## src/rtl/boot_seq_pkg.sv

```systemverilog
package boot_seq_pkg;
  localparam int unsigned DW = 32;
  localparam int unsigned CW = 16;

  localparam logic [7:0] EVT_T_PROG  = 8'd5;
  localparam logic [7:0] EVT_S_OK    = 8'd1;
  localparam logic [7:0] EVT_S_ERR   = 8'd4;
  localparam logic [7:0] EVT_T_ACC   = 8'd1;
  localparam logic [7:0] EVT_S_REJ   = 8'd2;
  localparam logic [7:0] CMD_T_BOOT  = 8'd6;
  localparam logic [7:0] CMD_S_NVM   = 8'd1;
  localparam logic [7:0] CMD_S_LOAD  = 8'd2;
  localparam logic [7:0] CMD_S_START = 8'd3;

  localparam logic [CW-1:0] P_SELFTEST   = 16'h0000;
  localparam logic [CW-1:0] P_COPY_OK    = 16'h0001;
  localparam logic [CW-1:0] P_LOAD_OK    = 16'h0002;
  localparam logic [CW-1:0] P_START      = 16'h0003;
  localparam logic [CW-1:0] P_UPLOAD_OK  = 16'h0004;
  localparam logic [CW-1:0] P_COPY_BAD   = 16'h00F1;
  localparam logic [CW-1:0] P_LOAD_BAD   = 16'h00F2;
  localparam logic [CW-1:0] P_UPLOAD_BAD = 16'h00F3;
  localparam logic [CW-1:0] REJ_CODE     = 16'h0001;
  localparam logic [CW-1:0] REJ_NOIMG    = 16'h0002;
  localparam logic [CW-1:0] REJ_IMGID    = 16'h0003;

  typedef enum logic [1:0] {K_BOOT, K_LOAD, K_START, K_BAD} cmd_kind_e;

  typedef enum logic [3:0] {
    S_T_WR, S_T_RD, S_T_CK, S_N_RD, S_N_CK, S_REPORT, S_IDLE,
    S_C_RD, S_C_WR, S_L_WR, S_L_RD, S_L_CK, S_V_RD, S_V_CK, S_RUN
  } seq_state_e;

  function automatic logic [CW-1:0] fold_word(input logic [DW-1:0] w);
    return w[31:16] + w[15:0];
  endfunction

  function automatic logic [DW-1:0] walk_pat(input logic [4:0] pos);
    return DW'(1) << pos;
  endfunction
endpackage

```

## src/rtl/boot_cks_acc.sv

```systemverilog
module boot_cks_acc
  import boot_seq_pkg::*;
(
  input  logic          clk_i,
  input  logic          rst_ni,
  input  logic          clr_i,
  input  logic          add_i,
  input  logic [DW-1:0] word_i,
  output logic [CW-1:0] sum_o
);
  always_ff @(posedge clk_i or negedge rst_ni) begin
    if (!rst_ni)    sum_o <= '0;
    else if (clr_i) sum_o <= '0;
    else if (add_i) sum_o <= sum_o + fold_word(word_i);
  end
endmodule

```

## src/rtl/boot_cmd_dec.sv

```systemverilog
module boot_cmd_dec
  import boot_seq_pkg::*;
(
  input  logic [7:0] type_i,
  input  logic [7:0] subtype_i,
  output cmd_kind_e  kind_o
);
  always_comb begin
    kind_o = K_BAD;
    if (type_i == CMD_T_BOOT) begin
      unique case (subtype_i)
        CMD_S_NVM:   kind_o = K_BOOT;
        CMD_S_LOAD:  kind_o = K_LOAD;
        CMD_S_START: kind_o = K_START;
        default:     kind_o = K_BAD;
      endcase
    end
  end
endmodule

```

## src/rtl/boot_evt_reg.sv

```systemverilog
module boot_evt_reg
  import boot_seq_pkg::*;
(
  input  logic          clk_i,
  input  logic          rst_ni,
  input  logic          fire_i,
  input  logic [7:0]    type_i,
  input  logic [7:0]    sub_i,
  input  logic [CW-1:0] param_i,
  output logic          valid_o,
  output logic [7:0]    type_o,
  output logic [7:0]    sub_o,
  output logic [CW-1:0] param_o
);
  always_ff @(posedge clk_i or negedge rst_ni) begin
    if (!rst_ni) begin
      valid_o <= 1'b0;
      type_o  <= '0;
      sub_o   <= '0;
      param_o <= '0;
    end else begin
      valid_o <= fire_i;
      if (fire_i) begin
        type_o  <= type_i;
        sub_o   <= sub_i;
        param_o <= param_i;
      end
    end
  end
endmodule

```

## src/rtl/boot_seq_top.sv

```systemverilog
module boot_seq_top
  import boot_seq_pkg::*;
#(
  parameter int unsigned ADDR_W    = 8,
  parameter int unsigned RAM_WORDS = 16,
  parameter int unsigned IMG_WORDS = 8,
  parameter int unsigned NUM_IMG   = 2,
  parameter logic [ADDR_W-1:0] ENTRY_ADDR = 8'd4
) (
  input  logic              clk_i,
  input  logic              rst_ni,
  input  logic              cmd_valid_i,
  output logic              cmd_ready_o,
  input  logic [7:0]        cmd_type_i,
  input  logic [7:0]        cmd_subtype_i,
  input  logic [15:0]       cmd_arg_i,
  input  logic [31:0]       cmd_data_i,
  output logic              mem_req_o,
  output logic              mem_we_o,
  output logic              mem_sel_o,
  output logic [ADDR_W-1:0] mem_addr_o,
  output logic [31:0]       mem_wdata_o,
  input  logic [31:0]       mem_rdata_i,
  output logic              evt_valid_o,
  output logic [7:0]        evt_type_o,
  output logic [7:0]        evt_subtype_o,
  output logic [15:0]       evt_param_o,
  output logic              start_o,
  output logic [ADDR_W-1:0] entry_o
);
  localparam logic [ADDR_W-1:0] RAM_LAST = ADDR_W'(RAM_WORDS - 1);
  localparam logic [ADDR_W-1:0] IMG_LAST = ADDR_W'(IMG_WORDS - 1);
  localparam logic [ADDR_W-1:0] IMG_SIZE = ADDR_W'(IMG_WORDS);

  seq_state_e        state_q;
  logic [ADDR_W-1:0] idx_q, img_base_q, ld_addr_q, fail_addr_q;
  logic [DW-1:0]     ld_data_q;
  logic              phase_q, ram_bad_q, nvm_bad_q, ld_last_q, vsrc_load_q, image_ok_q;

  cmd_kind_e     kind;
  logic          acc_clr, acc_add;
  logic [CW-1:0] acc_sum;
  logic          fire;
  logic [7:0]    fire_type, fire_sub;
  logic [CW-1:0] fire_param;
  logic [DW-1:0] test_pat;
  logic          img_last, img_match, ld_match, id_bad;

  boot_cmd_dec u_dec (.type_i(cmd_type_i), .subtype_i(cmd_subtype_i), .kind_o(kind));

  boot_cks_acc u_acc (
    .clk_i, .rst_ni, .clr_i(acc_clr), .add_i(acc_add),
    .word_i(mem_rdata_i), .sum_o(acc_sum)
  );

  boot_evt_reg u_evt (
    .clk_i, .rst_ni, .fire_i(fire), .type_i(fire_type), .sub_i(fire_sub),
    .param_i(fire_param), .valid_o(evt_valid_o), .type_o(evt_type_o),
    .sub_o(evt_subtype_o), .param_o(evt_param_o)
  );

  assign test_pat    = phase_q ? ~walk_pat(idx_q[4:0]) : walk_pat(idx_q[4:0]);
  assign img_last    = (idx_q == IMG_LAST);
  assign img_match   = (acc_sum == mem_rdata_i[15:0]);
  assign ld_match    = (fold_word(mem_rdata_i) == fold_word(ld_data_q));
  assign id_bad      = (cmd_arg_i >= 16'(NUM_IMG));
  assign cmd_ready_o = (state_q == S_IDLE);
  assign start_o     = (state_q == S_RUN);
  assign entry_o     = ENTRY_ADDR;

  // memory port
  always_comb begin
    mem_req_o   = 1'b0;
    mem_we_o    = 1'b0;
    mem_sel_o   = 1'b0;
    mem_addr_o  = idx_q;
    mem_wdata_o = '0;
    unique case (state_q)
      S_T_WR: begin mem_req_o = 1'b1; mem_we_o = 1'b1; mem_wdata_o = test_pat; end
      S_T_RD, S_V_RD: mem_req_o = 1'b1;
      S_N_RD: begin mem_req_o = 1'b1; mem_sel_o = 1'b1; end
      S_C_RD: begin mem_req_o = 1'b1; mem_sel_o = 1'b1; mem_addr_o = img_base_q + idx_q; end
      S_C_WR: begin mem_req_o = 1'b1; mem_we_o = 1'b1; mem_wdata_o = mem_rdata_i; end
      S_L_WR: begin
        mem_req_o = 1'b1; mem_we_o = 1'b1; mem_addr_o = ld_addr_q; mem_wdata_o = ld_data_q;
      end
      S_L_RD: begin mem_req_o = 1'b1; mem_addr_o = ld_addr_q; end
      default: ;
    endcase
  end

  // checksum accumulator control
  always_comb begin
    acc_add = ((state_q == S_N_CK) || (state_q == S_V_CK)) && !img_last;
    acc_clr = ((state_q == S_T_CK) && phase_q && (idx_q == RAM_LAST)) ||
              ((state_q == S_C_WR) && img_last) ||
              ((state_q == S_L_CK) && ld_match && ld_last_q);
  end

  // event generation
  always_comb begin
    fire       = 1'b0;
    fire_type  = EVT_T_PROG;
    fire_sub   = EVT_S_OK;
    fire_param = '0;
    unique case (state_q)
      S_REPORT: begin
        fire = 1'b1;
        if (ram_bad_q || nvm_bad_q) begin
          fire_sub   = EVT_S_ERR;
          fire_param = {nvm_bad_q, ram_bad_q, 14'(fail_addr_q)};
        end else fire_param = P_SELFTEST;
      end
      S_IDLE: if (cmd_valid_i) begin
        fire_type = EVT_T_ACC;
        fire_sub  = EVT_S_REJ;
        unique case (kind)
          K_BOOT:  begin fire = id_bad; fire_param = REJ_IMGID; end
          K_LOAD:  fire = 1'b0;
          K_START: begin
            fire = 1'b1;
            if (image_ok_q) begin
              fire_type = EVT_T_PROG; fire_sub = EVT_S_OK; fire_param = P_START;
            end else fire_param = REJ_NOIMG;
          end
          default: begin fire = 1'b1; fire_param = REJ_CODE; end
        endcase
      end
      S_L_CK: begin
        if (!ld_match) begin
          fire = 1'b1; fire_sub = EVT_S_ERR; fire_param = P_LOAD_BAD;
        end else if (!ld_last_q) begin
          fire = 1'b1; fire_param = P_LOAD_OK;
        end
      end
      S_V_CK: if (img_last) begin
        fire = 1'b1;
        if (img_match) fire_param = vsrc_load_q ? P_UPLOAD_OK : P_COPY_OK;
        else begin
          fire_sub   = EVT_S_ERR;
          fire_param = vsrc_load_q ? P_UPLOAD_BAD : P_COPY_BAD;
        end
      end
      default: ;
    endcase
  end

  always_ff @(posedge clk_i or negedge rst_ni) begin
    if (!rst_ni) begin
      state_q     <= S_T_WR;
      idx_q       <= '0;
      phase_q     <= 1'b0;
      ram_bad_q   <= 1'b0;
      nvm_bad_q   <= 1'b0;
      fail_addr_q <= '0;
      img_base_q  <= '0;
      ld_addr_q   <= '0;
      ld_data_q   <= '0;
      ld_last_q   <= 1'b0;
      vsrc_load_q <= 1'b0;
      image_ok_q  <= 1'b0;
    end else begin
      unique case (state_q)
        S_T_WR: state_q <= S_T_RD;
        S_T_RD: state_q <= S_T_CK;
        S_T_CK: begin
          if (mem_rdata_i != test_pat && !ram_bad_q) begin
            ram_bad_q   <= 1'b1;
            fail_addr_q <= idx_q;
          end
          phase_q <= ~phase_q;
          if (!phase_q) state_q <= S_T_WR;
          else if (idx_q == RAM_LAST) begin idx_q <= '0; state_q <= S_N_RD; end
          else begin idx_q <= idx_q + 1'b1; state_q <= S_T_WR; end
        end
        S_N_RD: state_q <= S_N_CK;
        S_N_CK: begin
          if (img_last) begin
            nvm_bad_q <= !img_match;
            idx_q     <= '0;
            state_q   <= S_REPORT;
          end else begin
            idx_q   <= idx_q + 1'b1;
            state_q <= S_N_RD;
          end
        end
        S_REPORT: state_q <= S_IDLE;
        S_IDLE: if (cmd_valid_i) begin
          unique case (kind)
            K_BOOT: if (!id_bad) begin
              img_base_q  <= ADDR_W'(cmd_arg_i) * IMG_SIZE;
              idx_q       <= '0;
              image_ok_q  <= 1'b0;
              vsrc_load_q <= 1'b0;
              state_q     <= S_C_RD;
            end
            K_LOAD: begin
              ld_addr_q   <= ADDR_W'(cmd_arg_i[14:0]);
              ld_last_q   <= cmd_arg_i[15];
              ld_data_q   <= cmd_data_i;
              image_ok_q  <= 1'b0;
              vsrc_load_q <= 1'b1;
              state_q     <= S_L_WR;
            end
            K_START: if (image_ok_q) state_q <= S_RUN;
            default: ;
          endcase
        end
        S_C_RD: state_q <= S_C_WR;
        S_C_WR: begin
          if (img_last) begin idx_q <= '0; state_q <= S_V_RD; end
          else begin idx_q <= idx_q + 1'b1; state_q <= S_C_RD; end
        end
        S_L_WR: state_q <= S_L_RD;
        S_L_RD: state_q <= S_L_CK;
        S_L_CK: begin
          if (ld_match && ld_last_q) begin idx_q <= '0; state_q <= S_V_RD; end
          else state_q <= S_IDLE;
        end
        S_V_RD: state_q <= S_V_CK;
        S_V_CK: begin
          if (img_last) begin
            image_ok_q <= img_match;
            idx_q      <= '0;
            state_q    <= S_IDLE;
          end else begin
            idx_q   <= idx_q + 1'b1;
            state_q <= S_V_RD;
          end
        end
        S_RUN: state_q <= S_RUN;
        default: state_q <= S_IDLE;
      endcase
    end
  end
endmodule

```

## config.mk

```make
export PLATFORM = sky130hd
export DESIGN_NAME = boot_seq_top
export DESIGN_NICKNAME = d
export VERILOG_FILES = /design/src/rtl/boot_seq_pkg.sv /design/src/rtl/boot_cks_acc.sv /design/src/rtl/boot_cmd_dec.sv /design/src/rtl/boot_evt_reg.sv /design/src/rtl/boot_seq_top.sv
export SDC_FILE = /design/constraint.sdc
export NUM_CORES = 1
export LEC_CHECK = 0
export ABC_AREA = 1
export ABC_CLOCK_PERIOD_IN_PS = 3700
export BUFFER_PORTS_ARGS = -buffer_cell sky130_fd_sc_hd__buf_2
export CAP_MARGIN = 15
export CORE_UTILIZATION = 45
export DETAILED_ROUTE_END_ITERATION = 8
export HOLD_SLACK_MARGIN = 0.08
export PLACE_DENSITY = 0.68
export SYNTH_ARGS = -nofsm -noshare
export SYNTH_HDL_FRONTEND = slang
export SYNTH_SLANG_ARGS = --single-unit
```

## constraint.sdc

```tcl
create_clock -name clk_i -period 3.7 [get_ports clk_i]
set_input_delay 0.74 -clock clk_i [delete_from_list [all_inputs] [get_ports clk_i]]
set_output_delay 0.74 -clock clk_i [all_outputs]
set_load 0.005 [all_outputs]
```

==> metrics.txt <==
Switch Pwr=887 uW; slew at the pin closest to its max-slew limit=0.861 ns; Placed Area=roughly 11,000 um2; Hold Vio Cnt, Final=0; post-route cell area=between 10,000 and 15,000 um2; grt ovf=0; Synth Register Bits=slightly above 100; WL/cell=approximately 17 um; Async SR Flop Fraction=1.00; initial antenna violation count=0; crit path capture type=output pin; wirelength, routed=between 30,000 and 40,000 um; CP Class=reg2out; Starting Density=0.462; CTS clk-pin slew, worst paths=0.08 ns; # nets final=1,824; Adder-Cell Fraction of Synth Area=0.0806; crit share post-route=0.925; Total Negative Setup Slacks=0 ns; # Max-Cap Violations=0; # diodes=0; H-tree Lvls=3; status=finished with violations; Ys Warns=0; area share of the leading cell type in the synthesized netlist=0.254; Slew Limit Fails=0; combinational power share=0.210; GR Util All Layers=0.292; CTS Buf Count=9; fin crit period=3.42 ns; global placer's final weighted congestion=a little under 1; Unique masters post-synth=54; CP Cell Sequence=inv_1 > ha_1 > inv_1 > nor2_1 > nand3_1 > xor2_1 > o221ai_1 > buf_2; Site Rows=54; Max Freq=292 MHz; share of post-route cells with drive strength above 1=0.197; Pint=roughly 1.9 mW; pin count of the biggest net entering global routing=51; Skew-Pair Late Insertion Delay=~0.37 ns; filler instances=2,195; RSZ-0062 raised after global routing=false; largest stage delay on the critical path=approximately 0.45 ns; iteration-0 DRC count of the detailed router=roughly 850; CP startpoint kind=register; DIE AREA=between 20,000 and 25,000 um2; # clock sinks=approximately 100; die height=roughly 150 um; reg2reg path depth=22; origin of the critical flop-to-flop path=ld_data_q[16]; vias in the first global route=roughly 9,600; failing checks=design-rule violations; hold-fix buffers at CTS=0; routed vias/inst=approximately 5.4; ys flop type=dfrtp_1; Req. time, crit path=2.96 ns; total power=2.78 mW; main combinational cell family by area after synthesis=simple AND/OR/NAND/NOR gates; routed via count=10,400; CTS tree=done; Seq pwr share=0.407; Post-Syn Area=a little over 10,000 um2; Clock Skews=slightly below 0.009 ns; CP max FO=5; IO buf count=approximately 160; Ports=approximately 190; Power Dens Cells=approximately 240 nW/um2; Die X=approximately 150 um; Synth Area in Simple Gates=0.324; core area=22,000 um2; area grow syn2layout=16.0%; post-detailed-route count of antenna-violating nets=0; Rel. slew slack=0.425; first-pass GRT wire length=between 50,000 and 60,000 um; DRC Markers=10; WP data arrival=approximately 2.7 ns; slowest CP cell=dfrtp_1; XOR/XNOR Fraction of Synth Area=0.0811; area leader, netlist=dfrtp_1; reg2reg end=u_evt.param_o[1]; Cells after Synth=around 1,500; DRT Pass-1 Iters=9; Synth Area in Compound Gates=0.105; Post-Syn Area per Cell=a little under 7 um2; multiplexer share of the synthesized area=0.0444; Post-DP HPWL=27,700 um; Max IR drop VDD=roughly 220 uV; Post-synth EDFFs=0; Root Driver=clkbuf_16; flop2flop setup slack=0.41 ns; cell repeated most along the worst path=inv_1; Worst Hold Class=in2async; Synth area leaders=dfrtp_1 (25%), nand2_1 (16%), ha_1 (7.3%); clock buffer depth=2; Setup violations, final=0; switching share of power=0.319; LEAKAGE=between 6 and 7 nW; Clock Power Share=0.382; Seq/Total Area, Yosys=0.254
[cell families (layout without fill, tap and decap cells)]
family / count (synthesis) / after routing
mux: 40 / 40
fa+ha+maj: 63 / 63
compound gates: 164 / 164
simple gates: 756 / 756
flops: 103 / 103
buf+inv: 256 / 422
xor+xnor: 94 / 94
other cells: 2 / 25
[layer usage]
layer / wire [um] / global-route usage
met4: 823 / 0.0875
met3: 2630 / 0.0464
met2: 14400 / 0.446
met5: 0 / 0
met1: 15600 / 0.421
[worst max-delay path by stage]
stage	start	to	slack, ns	cells past startpoint
3_5_place_dp	mem_rdata_i[0]	u_acc.sum_o[15]	-0.08	20
6_report	idx_q[0]	mem_wdata_o[16]	0.28	8
3_3_place_gp	mem_rdata_i[0]	u_acc.sum_o[15]	0.04	19
2_1_floorplan	mem_rdata_i[0]	u_acc.sum_o[15]	0.29	18
5_1_grt	mem_rdata_i[0]	u_acc.sum_o[15]	0.08	20
4_1_cts	mem_rdata_i[0]	u_acc.sum_o[15]	0.31	20
[critical path: cells and delay by family, from the launching register on]
| kind | cells | cell delay [ns] |
|---|---|---|
| compound gates | 1 | 0.26 |
| xor+xnor | 1 | 0.41 |
| fa+ha+maj | 1 | 0.23 |
| buf+inv | 3 | 0.46 |
| flops | 1 | 0.45 |
| simple gates | 2 | 0.50 |
[power by group through the flow]
stage               Sequential, mW  Combinational [mW]  Clock [mW]
finish                        1.13               0.586        1.06
global route                  1.13               0.650        1.12
CTS                           1.13               0.577        1.09
detailed placement            1.16               0.575           0
global placement              1.16               0.566           0
floorplan                     1.16               0.356           0
[synth_stat cells (6+ instances only)]
library cell	count
mux2_2	40
clkbuf_1	13
buf_4	28
o21ai_0	23
o21ai_1	7
inv_2	15
nand2_1	445
o211ai_1	13
buf_2	13
nor3_1	21
ha_1	59
a21oi_1	56
nand3_1	89
nand4_1	31
nand2_2	14
nand3_2	6
nor2_1	108
xor2_1	76
o221ai_1	25
or2_2	6
a22oi_1	7
inv_1	178
xnor2_1	18
nor4_1	12
dfrtp_1	103
[sequential cells by signal, indices dropped and copies added, names as in the netlist, 2 cells and up]
| signal | count |
|---|---|
| fail_addr_q | 8 |
| u_acc.sum_o | 16 |
| ld_data_q | 32 |
| state_q | 4 |
| u_evt.type_o | 2 |
| ld_addr_q | 8 |
| u_evt.sub_o | 3 |
| u_evt.param_o | 10 |
| idx_q | 8 |
| img_base_q | 5 |
[cells in the final DEF (no fill, tap or decap), types with 5 or more instances in the layout]
cell type | synthesis | routed
nand4_1 | 31 | 31
a22oi_1 | 7 | 7
nor4_1 | 12 | 12
a21oi_2 | 5 | 5
conb_1 | 2 | 25
nor3_1 | 21 | 21
nand3_1 | 89 | 89
inv_1 | 178 | 178
o221ai_1 | 25 | 25
a31oi_1 | 5 | 5
nand2_2 | 14 | 15
clkbuf_16 | 0 | 9
a21o_1 | 5 | 5
mux2_2 | 40 | 40
o211ai_1 | 13 | 13
xor2_1 | 76 | 76
nor2_1 | 108 | 107
buf_2 | 13 | 158
o21ai_0 | 23 | 23
a21oi_1 | 56 | 56
dfrtp_1 | 103 | 103
inv_2 | 15 | 15
o21ai_1 | 7 | 7
nand3_2 | 6 | 6
or2_2 | 6 | 6
nand2_1 | 445 | 444
ha_1 | 59 | 59
xnor2_1 | 18 | 18
buf_4 | 28 | 48
[timing repair]
| item | CTS | global route |
|---|---|---|
| resized for setup | 0 | 1 |
| buffers inserted | 0 | 0 |
| setup endpoints to repair | 0 | 1 |
[metrics by stage]
step                utilization  hold WS [ns]  setup slack, ns  cells
finish                    0.536         0.422            0.277   1947
global placement          0.521         0.463           0.0412   1931
floorplan                     -         0.442            0.287   1501
CTS                       0.536         0.457            0.310   1947
global route              0.536         0.468           0.0790   1947
detailed placement        0.521         0.465          -0.0828   1931
[layout make-up]
class	count	area, um2	area share
multi-input cells	1142	6550	0.557
flip-flops and latches	103	2580	0.219
repair buffers	210	1230	0.105
inverters	196	736	0.0625
well taps	280	350	0.0298
clock buffers	9	225	0.0191
clock inverters	7	96.3	0.00819
(Power assumes the default switching activity.)
